--- config.mk ---
export PLATFORM = sky130hd
export DESIGN_NAME = aux_txn_seq
export DESIGN_NICKNAME = d
export VERILOG_FILES = /design/src/rtl/aux_seq_pkg.sv /design/src/rtl/aux_hdr_pack.sv /design/src/rtl/aux_reply_class.sv /design/src/rtl/aux_txn_seq.sv
export SDC_FILE = /design/constraint.sdc
export NUM_CORES = 1
export LEC_CHECK = 0
export ABC_AREA = 1
export CAP_MARGIN = 20
export CORE_AREA = 2 2 181 183
export CTS_BUF_LIST = sky130_fd_sc_hd__clkbuf_16
export DETAILED_ROUTE_END_ITERATION = 10
export DIE_AREA = 0 0 183 185
export HOLD_SLACK_MARGIN = 0.08
export PLACE_DENSITY = 0.73
export SYNTH_ARGS = -nofsm -noshare
export SYNTH_HDL_FRONTEND = slang
export SYNTH_SLANG_ARGS = --single-unit
--- constraint.sdc ---
create_clock -name clk -period 9.9 [get_ports clk]
set_input_delay 0.99 -clock clk [delete_from_list [all_inputs] [get_ports clk]]
set_output_delay 0.99 -clock clk [all_outputs]
set_load 0.05 [all_outputs]
--- src/rtl/aux_seq_pkg.sv ---
package aux_seq_pkg;

    typedef enum logic [2:0] {
        ST_IDLE, ST_LOAD, ST_LAUNCH, ST_WAIT, ST_READ, ST_DONE
    } seq_state_t;

    typedef enum logic [2:0] {
        RES_OK       = 3'd0,
        RES_DISCON   = 3'd1,
        RES_TIMEOUT  = 3'd2,
        RES_INVALID  = 3'd3,
        RES_OVERFLOW = 3'd4
    } seq_result_t;

    localparam logic [3:0] CMD_I2C_WR     = 4'h0;
    localparam logic [3:0] CMD_I2C_WR_MOT = 4'h4;
    localparam logic [3:0] CMD_NAT_WR     = 4'h8;

    typedef struct packed {
        logic discon;
        logic timeout;
        logic inv_stop;
        logic no_det;
        logic inv_high;
        logic inv_low;
        logic min_viol;
    } rx_flags_t;

endpackage

--- src/rtl/aux_hdr_pack.sv ---
module aux_hdr_pack import aux_seq_pkg::*; #(
    parameter int MAX_LEN = 16,
    parameter int CNT_W   = 5
) (
    input  logic [3:0]           cmd,
    input  logic [19:0]          addr,
    input  logic [CNT_W-1:0]     len,
    input  logic [MAX_LEN*8-1:0] payload,
    input  logic [CNT_W-1:0]     idx,
    output logic [7:0]           byte_out,
    output logic [CNT_W-1:0]     byte_cnt
);
    logic             is_write;
    logic [CNT_W-1:0] hdr_n;
    logic [CNT_W-1:0] pidx;

    always_comb begin
        is_write = (cmd == CMD_I2C_WR) || (cmd == CMD_I2C_WR_MOT) || (cmd == CMD_NAT_WR);
        hdr_n    = (len != '0) ? CNT_W'(4) : CNT_W'(3);
        byte_cnt = hdr_n + (is_write ? len : '0);
        pidx     = idx - hdr_n;
        byte_out = '0;
        if (idx == CNT_W'(0)) begin
            byte_out = {cmd, addr[19:16]};
        end else if (idx == CNT_W'(1)) begin
            byte_out = addr[15:8];
        end else if (idx == CNT_W'(2)) begin
            byte_out = addr[7:0];
        end else if ((idx == CNT_W'(3)) && (len != '0)) begin
            byte_out = 8'(len) - 8'd1;
        end else begin
            for (int j = 0; j < MAX_LEN; j++) begin
                if (pidx == CNT_W'(j)) byte_out = payload[8*j +: 8];
            end
        end
    end

endmodule

--- src/rtl/aux_reply_class.sv ---
module aux_reply_class import aux_seq_pkg::*; #(
    parameter int CNT_W = 5
) (
    input  rx_flags_t        flags,
    input  logic [CNT_W-1:0] reply_cnt,
    output logic             fail,
    output seq_result_t      fail_res
);
    logic unused_min_viol;
    assign unused_min_viol = flags.min_viol;

    always_comb begin
        fail     = 1'b1;
        fail_res = RES_OK;
        if (flags.discon) begin
            fail_res = RES_DISCON;
        end else if (flags.timeout) begin
            fail_res = RES_TIMEOUT;
        end else if (flags.inv_stop || flags.no_det || flags.inv_high || flags.inv_low) begin
            fail_res = RES_INVALID;
        end else if (reply_cnt == '0) begin
            fail_res = RES_INVALID;
        end else begin
            fail = 1'b0;
        end
    end

endmodule

--- src/rtl/aux_txn_seq.sv ---
module aux_txn_seq import aux_seq_pkg::*; #(
    parameter  int MAX_LEN = 16,
    localparam int CNT_W   = $clog2(MAX_LEN + 5)
) (
    input  logic                 clk,
    input  logic                 rst_n,
    input  logic                 host_go,
    input  logic [3:0]           host_cmd,
    input  logic [19:0]          host_addr,
    input  logic [CNT_W-1:0]     host_len,
    input  logic [MAX_LEN*8-1:0] host_wdata,
    input  logic                 done_ack,
    output logic [CNT_W-1:0]     buf_idx,
    output logic                 buf_we,
    output logic                 buf_re,
    output logic [7:0]           buf_wdata,
    input  logic [7:0]           buf_rdata,
    output logic [CNT_W-1:0]     tx_count,
    output logic                 link_start,
    input  logic                 link_done,
    input  logic [CNT_W-1:0]     link_count,
    input  logic                 rx_discon,
    input  logic                 rx_timeout,
    input  logic                 rx_inv_stop,
    input  logic                 rx_no_det,
    input  logic                 rx_inv_high,
    input  logic                 rx_inv_low,
    input  logic                 rx_min_viol,
    output logic                 busy,
    output logic                 done,
    output logic [2:0]           result,
    output logic [3:0]           reply_code,
    output logic [CNT_W-1:0]     rd_count,
    output logic [MAX_LEN*8-1:0] rd_data
);
    seq_state_t           st_q, st_d;
    logic [CNT_W-1:0]     idx_q, rcnt_q, len_q, rd_cnt_q;
    logic [3:0]           cmd_q, code_q;
    logic [19:0]          addr_q;
    logic [MAX_LEN*8-1:0] wdat_q, rd_q;
    seq_result_t          res_q;

    logic [7:0]           pack_byte;
    logic [CNT_W-1:0]     pack_cnt;
    rx_flags_t            flags;
    logic                 cls_fail;
    seq_result_t          cls_res;
    logic [3:0]           rd_code;
    logic [CNT_W-1:0]     data_cnt;
    logic [CNT_W-1:0]     len_in;

    assign flags    = '{discon: rx_discon, timeout: rx_timeout, inv_stop: rx_inv_stop,
                        no_det: rx_no_det, inv_high: rx_inv_high, inv_low: rx_inv_low,
                        min_viol: rx_min_viol};
    assign rd_code  = buf_rdata[7:4];
    assign data_cnt = rcnt_q - 1'b1;
    assign len_in   = (host_len > CNT_W'(MAX_LEN)) ? CNT_W'(MAX_LEN) : host_len;

    aux_hdr_pack #(.MAX_LEN(MAX_LEN), .CNT_W(CNT_W)) u_pack (
        .cmd      (cmd_q),
        .addr     (addr_q),
        .len      (len_q),
        .payload  (wdat_q),
        .idx      (idx_q),
        .byte_out (pack_byte),
        .byte_cnt (pack_cnt)
    );

    aux_reply_class #(.CNT_W(CNT_W)) u_class (
        .flags     (flags),
        .reply_cnt (link_count),
        .fail      (cls_fail),
        .fail_res  (cls_res)
    );

    // state register
    always_ff @(posedge clk or negedge rst_n) begin
        if (!rst_n) st_q <= ST_IDLE;
        else        st_q <= st_d;
    end

    // transitions
    always_comb begin
        st_d = st_q;
        unique case (st_q)
            ST_IDLE:   if (host_go) st_d = ST_LOAD;
            ST_LOAD:   if (idx_q == pack_cnt - 1'b1) st_d = ST_LAUNCH;
            ST_LAUNCH: st_d = ST_WAIT;
            ST_WAIT:   if (link_done) st_d = cls_fail ? ST_DONE : ST_READ;
            ST_READ: begin
                if (idx_q == '0) begin
                    if ((rd_code != 4'h0) || (data_cnt > len_q) || (data_cnt == '0)) st_d = ST_DONE;
                end else if (idx_q == data_cnt) begin
                    st_d = ST_DONE;
                end
            end
            ST_DONE:   if (done_ack) st_d = ST_IDLE;
            default:   st_d = ST_IDLE;
        endcase
    end

    // outputs
    always_comb begin
        buf_we     = 1'b0;
        buf_re     = 1'b0;
        buf_idx    = '0;
        buf_wdata  = '0;
        link_start = 1'b0;
        busy       = 1'b1;
        done       = 1'b0;
        unique case (st_q)
            ST_IDLE:   busy = 1'b0;
            ST_LOAD: begin
                buf_we    = 1'b1;
                buf_idx   = idx_q;
                buf_wdata = pack_byte;
            end
            ST_LAUNCH: link_start = 1'b1;
            ST_WAIT:   ;
            ST_READ: begin
                buf_re  = 1'b1;
                buf_idx = idx_q;
            end
            ST_DONE: begin
                busy = 1'b0;
                done = 1'b1;
            end
            default:   busy = 1'b0;
        endcase
    end

    assign tx_count   = pack_cnt;
    assign result     = res_q;
    assign reply_code = code_q;
    assign rd_count   = rd_cnt_q;
    assign rd_data    = rd_q;

    // datapath
    always_ff @(posedge clk or negedge rst_n) begin
        if (!rst_n) begin
            idx_q    <= '0;
            rcnt_q   <= '0;
            len_q    <= '0;
            rd_cnt_q <= '0;
            cmd_q    <= '0;
            code_q   <= '0;
            addr_q   <= '0;
            wdat_q   <= '0;
            rd_q     <= '0;
            res_q    <= RES_OK;
        end else begin
            unique case (st_q)
                ST_IDLE: begin
                    if (host_go) begin
                        cmd_q    <= host_cmd;
                        addr_q   <= host_addr;
                        len_q    <= len_in;
                        wdat_q   <= host_wdata;
                        idx_q    <= '0;
                        res_q    <= RES_OK;
                        code_q   <= '0;
                        rd_cnt_q <= '0;
                        rd_q     <= '0;
                    end
                end
                ST_LOAD: idx_q <= idx_q + 1'b1;
                ST_WAIT: begin
                    if (link_done) begin
                        rcnt_q <= link_count;
                        idx_q  <= '0;
                        if (cls_fail) res_q <= cls_res;
                    end
                end
                ST_READ: begin
                    idx_q <= idx_q + 1'b1;
                    if (idx_q == '0) begin
                        code_q <= rd_code;
                        if ((rd_code == 4'h0) && (data_cnt > len_q)) res_q <= RES_OVERFLOW;
                    end else begin
                        for (int j = 0; j < MAX_LEN; j++) begin
                            if (idx_q == CNT_W'(j + 1)) rd_q[8*j +: 8] <= buf_rdata;
                        end
                        if (idx_q == data_cnt) rd_cnt_q <= data_cnt;
                    end
                end
                default: ;
            endcase
        end
    end

endmodule

==> results of run 1 <==
-- layer usage --
layer,share of wire,vias up
li1,-,6123
met1,0.44,5958
met2,0.47,500
met3,0.068,73
met4,0.026,2
met5,0.00029,-
-- worst register-to-register path, cell delays in order, from the launching register on --
cell and delay (ps):
dfrtp_1 390, inv_1 150, ha_1 230, nand3_1 190, inv_1 190, ha_1 270, fa_1 430, nand2_1 100
inv_1 40, nor2_1 220, inv_1 100, nand3_1 100, xor2_1 200, xnor2_1 100, o41ai_2 360, o2111ai_2 260
nor3_1 190, a21oi_1 60
-- placed cells by master (no fill, tap or decap), drive strengths merged --
| cell | instances |
|---|---|
| a21oi | 57 |
| clkinv | 7 |
| o21ai | 219 |
| o32ai | 1 |
| clkdlybuf4s50 | 342 |
| clkbuf | 37 |
| mux2 | 1 |
| o41ai | 3 |
| o2111ai | 1 |
| nor4 | 2 |
| xor2 | 10 |
| inv | 134 |
| nand4 | 22 |
| a31oi | 1 |
| or2 | 2 |
| a21boi | 1 |
| nand2 | 700 |
| nor3 | 12 |
| o31ai | 2 |
| ha | 21 |
| nand3 | 43 |
| o22ai | 3 |
| nor2 | 110 |
| bufinv | 3 |
| xnor2 | 4 |
| o221ai | 2 |
| fa | 2 |
| dfrtp | 310 |
| buf | 9 |
| clkinvlp | 1 |
-- cell usage after synthesis (2+ instances only) --
| library cell | n |
|---|---|
| fa_1 | 2 |
| buf_2 | 3 |
| nor2_1 | 96 |
| o21ai_1 | 11 |
| a21oi_1 | 56 |
| ha_1 | 21 |
| inv_1 | 119 |
| nor2_4 | 8 |
| nor2_2 | 6 |
| inv_2 | 5 |
| nand2_1 | 694 |
| clkbuf_1 | 61 |
| o41ai_1 | 2 |
| o22ai_1 | 3 |
| nand2_2 | 2 |
| nand2_4 | 4 |
| xnor2_1 | 3 |
| o31ai_1 | 2 |
| o21ai_2 | 2 |
| dfrtp_1 | 310 |
| xor2_1 | 9 |
| o221ai_1 | 2 |
| nor4_1 | 2 |
| buf_6 | 3 |
| nor3_1 | 12 |
| nand3_1 | 41 |
| or2_2 | 2 |
| o21ai_0 | 206 |
| nand4_1 | 20 |
-- logic make-up (layout without fill, tap and decap cells) --
| family | after synthesis | in the layout | share of synthesized area |
|---|---|---|---|
| AOI/OAI and AO/OA | 290 | 290 | 0.108 |
| xor gates and xnor gates | 14 | 14 | 0.00974 |
| adders and majority gates | 23 | 23 | 0.0214 |
| buffers and inverters | 195 | 533 | 0.0546 |
| DFF | 310 | 310 | 0.549 |
| muxes | 1 | 1 | 0.000797 |
| and+or+nand+nor | 891 | 891 | 0.257 |
-- stage by stage --
stage               hold WS, ps  total power, mW
finish                      477             6.37
global route                491             6.79
CTS                         477             6.39
detailed placement          459             5.12
global placement            457             5.03
floorplan                   444             4.10
-- where the power goes --
group / internal, mW / switching (mW) / total [mW] / leakage, nW
clock network: 0.749 / 0.504 / 1.25 / 0.566
registers: 1.76 / 0.275 / 2.03 / 4.02
logic: 0.941 / 2.15 / 3.09 / 4.28
-- sequential cells by signal, summed over array words and instances (netlist names) --
name and cells:
rd_data 128, wdat_q 128, addr_q 20, idx_q 5
len_q 5, rcnt_q 5, rd_count 5, cmd_q 4
reply_code 4, result 3, st_q 3
-- cell type report --
cell class,instances,area (µm²),area share
tap,408,510,0.0269
clock inverter,20,171,0.00905
clock buffer,37,926,0.0489
inverter,125,477,0.0252
sequential,310,7760,0.409
multi-input combinational,1219,5610,0.296
timing repair buffer,351,3500,0.185
-- worst max path at each step --
| stage | startpoint | to | depth (start not counted) | slack (ps) |
|---|---|---|---|---|
| after floorplan | len_q[0]$_DFFE_PN0P_ | buf_wdata[1] | 26 | 5180 |
| after global placement | len_q[0]$_DFFE_PN0P_ | buf_wdata[4] | 27 | 4110 |
| after detailed placement | len_q[0]$_DFFE_PN0P_ | buf_wdata[1] | 27 | 3980 |
| after CTS | len_q[0]$_DFFE_PN0P_ | buf_wdata[1] | 27 | 3440 |
| after global routing | len_q[0]$_DFFE_PN0P_ | buf_wdata[5] | 23 | 3170 |
| final | len_q[0]$_DFFE_PN0P_ | buf_wdata[1] | 27 | 3470 |
==> flow_metrics.tcl, run 1 <==
set metrics [dict create \
    status "finished, final reports clean" \
    fmax_mhz 156 \
    tns_ps 0 \
    relSlewSlack 0.289 \
    crit_slowest_cell "clkdlybuf4s50_1" \
    cts_resized 0 \
    dpl.hpwl_mm 30.1 \
    setup_violations 0 \
    worstPathRequired_ps 8910 \
    antenna_found_initial 1 \
    core-area_um2 32000 \
    cts_inserted_buffers 34 \
    use_met1 0.333 \
    preCtsSetupSlack_ps 3980 \
    yosys_most_used_dff "dfrtp_1" \
    busiest_layer "met2" \
    crit_arrival_ps 5440 \
    crit_buf_inv 5 \
    syn_avg_cell_area_um2 8.19 \
    cp_top_family "simple AND/OR/NAND/NOR gates" \
    r2r_start "len_q[0]$_DFFE_PN0P_" \
    drcViolationCount 0 \
    cpPeakStageDelay_ps 830 \
    powerDensity_nw_per_um2 336 \
    skew_ps 18.7 \
    portBuffers 343 \
    hold_start "addr_q[3]$_DFFE_PN0P_" \
    slew_viol_final 0 \
    grt_pass1_vias 12200 \
    antenna_cells 0 \
    place_congestion 0.890 \
    dr.pass1.iters 5 \
    fp.dieH_um 185 \
    vias_per_cell 5.12 \
    yosysSeqAreaShare 0.549 \
    grt_use_met3 0.0352 \
    worstMarginPinSlew_ps 1060 \
    end_kind "primary output" \
    hold_path_end "addr_q[3]$_DFFE_PN0P_" \
    drt_iter0_drc 787 \
    reg2reg_depth 17 \
    synth-seq-cells 310 \
    fillers 2774 \
    insertion_delay_ps 510 \
    cts_tree "built" \
    cts_max_level 2 \
    async_reset_ff_frac 1.00 \
    p_leak_nw 8.87 \
    final_cells 2470 \
    worst_slack_ps 3470 \
    peakVddDrop_mv 0.135 \
    dpl-instance-area_um2 17800 \
    finish.utilization 0.591 \
    cap_violations 0 \
    post-route-period-util 0.649 \
    synth_top_cell_by_area "dfrtp_1" \
    yosysUniqueCellTypes 46 \
    fp.dieW_um 183 \
    syn-num-nets 1929 \
    gr-usage-met2 0.407 \
    rows 66 \
    drive_above_1_share 0.0480 \
    start_kind "register" \
    cts.clk_slew.worst_paths_ps 60 \
    via_count 12700 \
    dp.cells 2410 \
    cp_max_fo 7 \
    grt_pass1_wl_mm 65.4 \
    postCtsHoldBufs 0 \
    hold_depth 2 \
    hold_path.class "reg -> reg" \
    track_usage 0.244 \
    clockRootBuffer "clkbuf_16" \
    synth.yosys.warnings 0 \
    hold_viol_final 0 \
    netlist_instances 1724 \
    synth_edf_count 0 \
    die_area_um2 33900 \
    syn_to_final_growth_pct 34.2 \
    ios 345 \
    postRouteWirelength_mm 41.6 \
    reg2reg_slack_ps 6210 \
    synthesis.area_um2 14100 \
    overflow 0 \
    finalNetCount 2246 \
    ant_nets 0 \
    synth_top_area_share 0.549 \
    timing.rr.end "st_q[1]$_DFFE_PN0P_" \
    wl_per_cell_um 16.9 \
    critical_path_class "reg -> out" \
    initial_utilization 0.441 \
    cts_buffer_depth 3 \
    fin_crit_ps 6430 \
    critical_path.most_common_cell "nand2_1" \
    rsz0062_at_grt "false" \
    grt_max_degree 109 \
    final_cell_area_um2 19000 \
    cts_sinks 310 \
    synthTopCellsByArea "dfrtp_1 (55%), nand2_1 (18%), o21ai_0 (7.3%)" \
    postCtsSetupBuffers 0 \
]
(Power assumes the default switching activity.)
==> inputs of run 2 (changes only) <==
PLACE_DENSITY = 0.76   (was 0.73)
clock period = 5.63 ns   (was 9.9 ns; I/O delays follow)
==> flow_metrics.tcl, run 2 (synthesized netlist as in run 1, its figures left out) <==
set metrics [dict create \
    status "finished, final reports clean" \
    postRouteWirelength_mm 41.9 \
    clockRootBuffer "clkbuf_16" \
    overflow 0 \
    fin_crit_ps 5140 \
    crit_slowest_cell "nor2_1" \
    place_congestion 0.893 \
    cpPeakStageDelay_ps 630 \
    p_leak_nw 8.90 \
    layout_common_cells "nand2_1 (693), clkdlybuf4s50_1 (334), dfrtp_1 (310), o21ai_0 (206), inv_1 (125)" \
    tns_ps 0 \
    dp.cells 2412 \
    multi_input_area_um2 5610 \
    wl_per_cell_um 16.9 \
    preCtsSetupSlack_ps 815 \
    drt_iter0_drc 987 \
    critical_path_class "reg -> out" \
    ant_nets 0 \
    fmax_mhz 195 \
    cts_buffer_depth 3 \
    cts.clk_slew.worst_paths_ps 60 \
    initial_utilization 0.441 \
    worstMarginPinSlew_ps 976 \
    finish.utilization 0.592 \
    cts_sinks 310 \
    via_count 12800 \
    cp_max_fo 9 \
    antenna_cells 0 \
    cts_inserted_buffers 35 \
    syn_to_final_growth_pct 34.3 \
    final_cells 2476 \
    slew_viol_final 0 \
    peakVddDrop_mv 0.282 \
    wl_met1_mm 17.4 \
    crit_arrival_ps 4580 \
    hold_viol_final 0 \
    end_kind "primary output" \
    cp_cell_sequence "inv_2 > ha_1 > nand3_1 > inv_2 > ha_1 > inv_1 > fa_1 > nand2_1 > nand2_1 > nand2_4 > nand2_2 > nor2_4 > nand2_2 > nor2_1 > nand2_1 > nand3_1 > o21ai_1 > nand3_1 > nand2_1 > nand2_1 > a21oi_1 > nor2_1 > buf_4" \
    drive_above_1_share 0.0546 \
    highest_layer "met4" \
    setup_violations 0 \
    drcViolationCount 0 \
    ios 345 \
    skew_ps 10.8 \
    worstPathRequired_ps 5070 \
    track_usage 0.249 \
    antenna_found_initial 0 \
    powerDensity_nw_per_um2 590 \
    layout_commonest_cell "nand2_1" \
    hold_path.class "in -> async" \
    grt_pass1_vias 12600 \
    insertion_delay_ps 500 \
    relSlewSlack 0.345 \
    vias_per_cell 5.15 \
    cts_tree "built" \
    fp.dieW_um 183 \
    core-area_um2 32000 \
    whs_ps 69.7 \
    dpl.hpwl_mm 30.4 \
    critical_path.most_common_cell "nand2_1" \
    wl_met2_mm 20.0 \
    rows 66 \
    cap_violations 0 \
    fp.dieH_um 185 \
    seq_area_um2 7760 \
    start_kind "register" \
    grt_pass1_wl_mm 66.5 \
    rsz0062_at_grt "false" \
    wl_met3_mm 3.36 \
    die_area_um2 33900 \
    finalNetCount 2249 \
    fillers 2738 \
    dr.pass1.iters 5 \
    post-route-period-util 0.913 \
    portBuffers 343 \
    grt_max_degree 153 \
    worst_slack_ps 491 \
    cts_max_level 2 \
]
[run 2: cell types whose count changed in the layout (fill, tap and decap cells not counted)]
cell	previous run	this run
buf_4	8	16
clkdlybuf4s50_1	342	334
inv_2	5	8
buf_12	0	2
clkinv_1	3	5
clkinvlp_4	1	3
bufinv_16	3	2
inv_1	126	125
inv_6	2	1
nor2_1	96	95
nor2_2	6	7
[run 2: area by class of cell]
| cell class | instances | area share |
|---|---|---|
| Inverter | 125 | 0.0251 |
| Tap cell | 408 | 0.0269 |
| Clock inverter | 24 | 0.00858 |
| Timing Repair Buffer | 353 | 0.186 |
| Sequential cell | 310 | 0.409 |
| Multi-Input combinational cell | 1219 | 0.296 |
| Clock buffer | 37 | 0.0488 |
[run 2: timing repair]
action                     4_1_cts  5_1_grt
setup endpoints to repair        0        5
setup buffers                    0        1
hold endpoints to repair         0        0
gates resized for setup          0        4
hold buffers                     0        0
[run 2: metal layers]
layer	track usage	vias up
met5	0	-
met4	0.0778	0
met3	0.0452	82
met2	0.420	544
met1	0.326	6000
li1	-	6129
[run 2: path summary, 6_finish.rpt]
kind,start,end,slack (ps),cells past startpoint
min in group clk,addr_q[16]$_DFFE_PN0P_,addr_q[16]$_DFFE_PN0P_,480,2
max in group asynchronous,rst_n,wdat_q[85]$_DFFE_PN0P_,4240,2
hold reg to reg,addr_q[16]$_DFFE_PN0P_,addr_q[16]$_DFFE_PN0P_,480,2
hold / removal,rst_n,rd_data[85]$_DFFE_PN0P_,70,1
setup / recovery,len_q[0]$_DFFE_PN0P_,buf_wdata[7],490,23
setup reg to reg,len_q[0]$_DFFE_PN0P_,st_q[2]$_DFFE_PN0P_,2140,17
[run 2: worst max-delay path: cells and delay by family, from the launching register on]
| kind | cells | cell delay, ps |
|---|---|---|
| buffers and inverters | 4 | 610 |
| AND/OR/NAND/NOR | 14 | 2130 |
| AO/OA/AOI/OAI | 2 | 160 |
| flip-flops | 1 | 410 |
| adder cells (fa/ha/maj) | 3 | 750 |
[run 2: power breakdown]
group / internal, mW / leakage, nW / switching [mW]
sequential: 3.09 / 4.02 / 0.504
combinational: 1.66 / 4.31 / 3.78
clock: 1.27 / 0.562 / 0.884
total: 6.02 / 8.90 / 5.16
[run 2: stage by stage]
step                cell area, µm²  power [mW]
floorplan                    14100        7.20
CTS                          18900        11.2
global placement             17900        8.85
finish                       19000        11.2
detailed placement           17900        9.02
global route                 19000        11.9
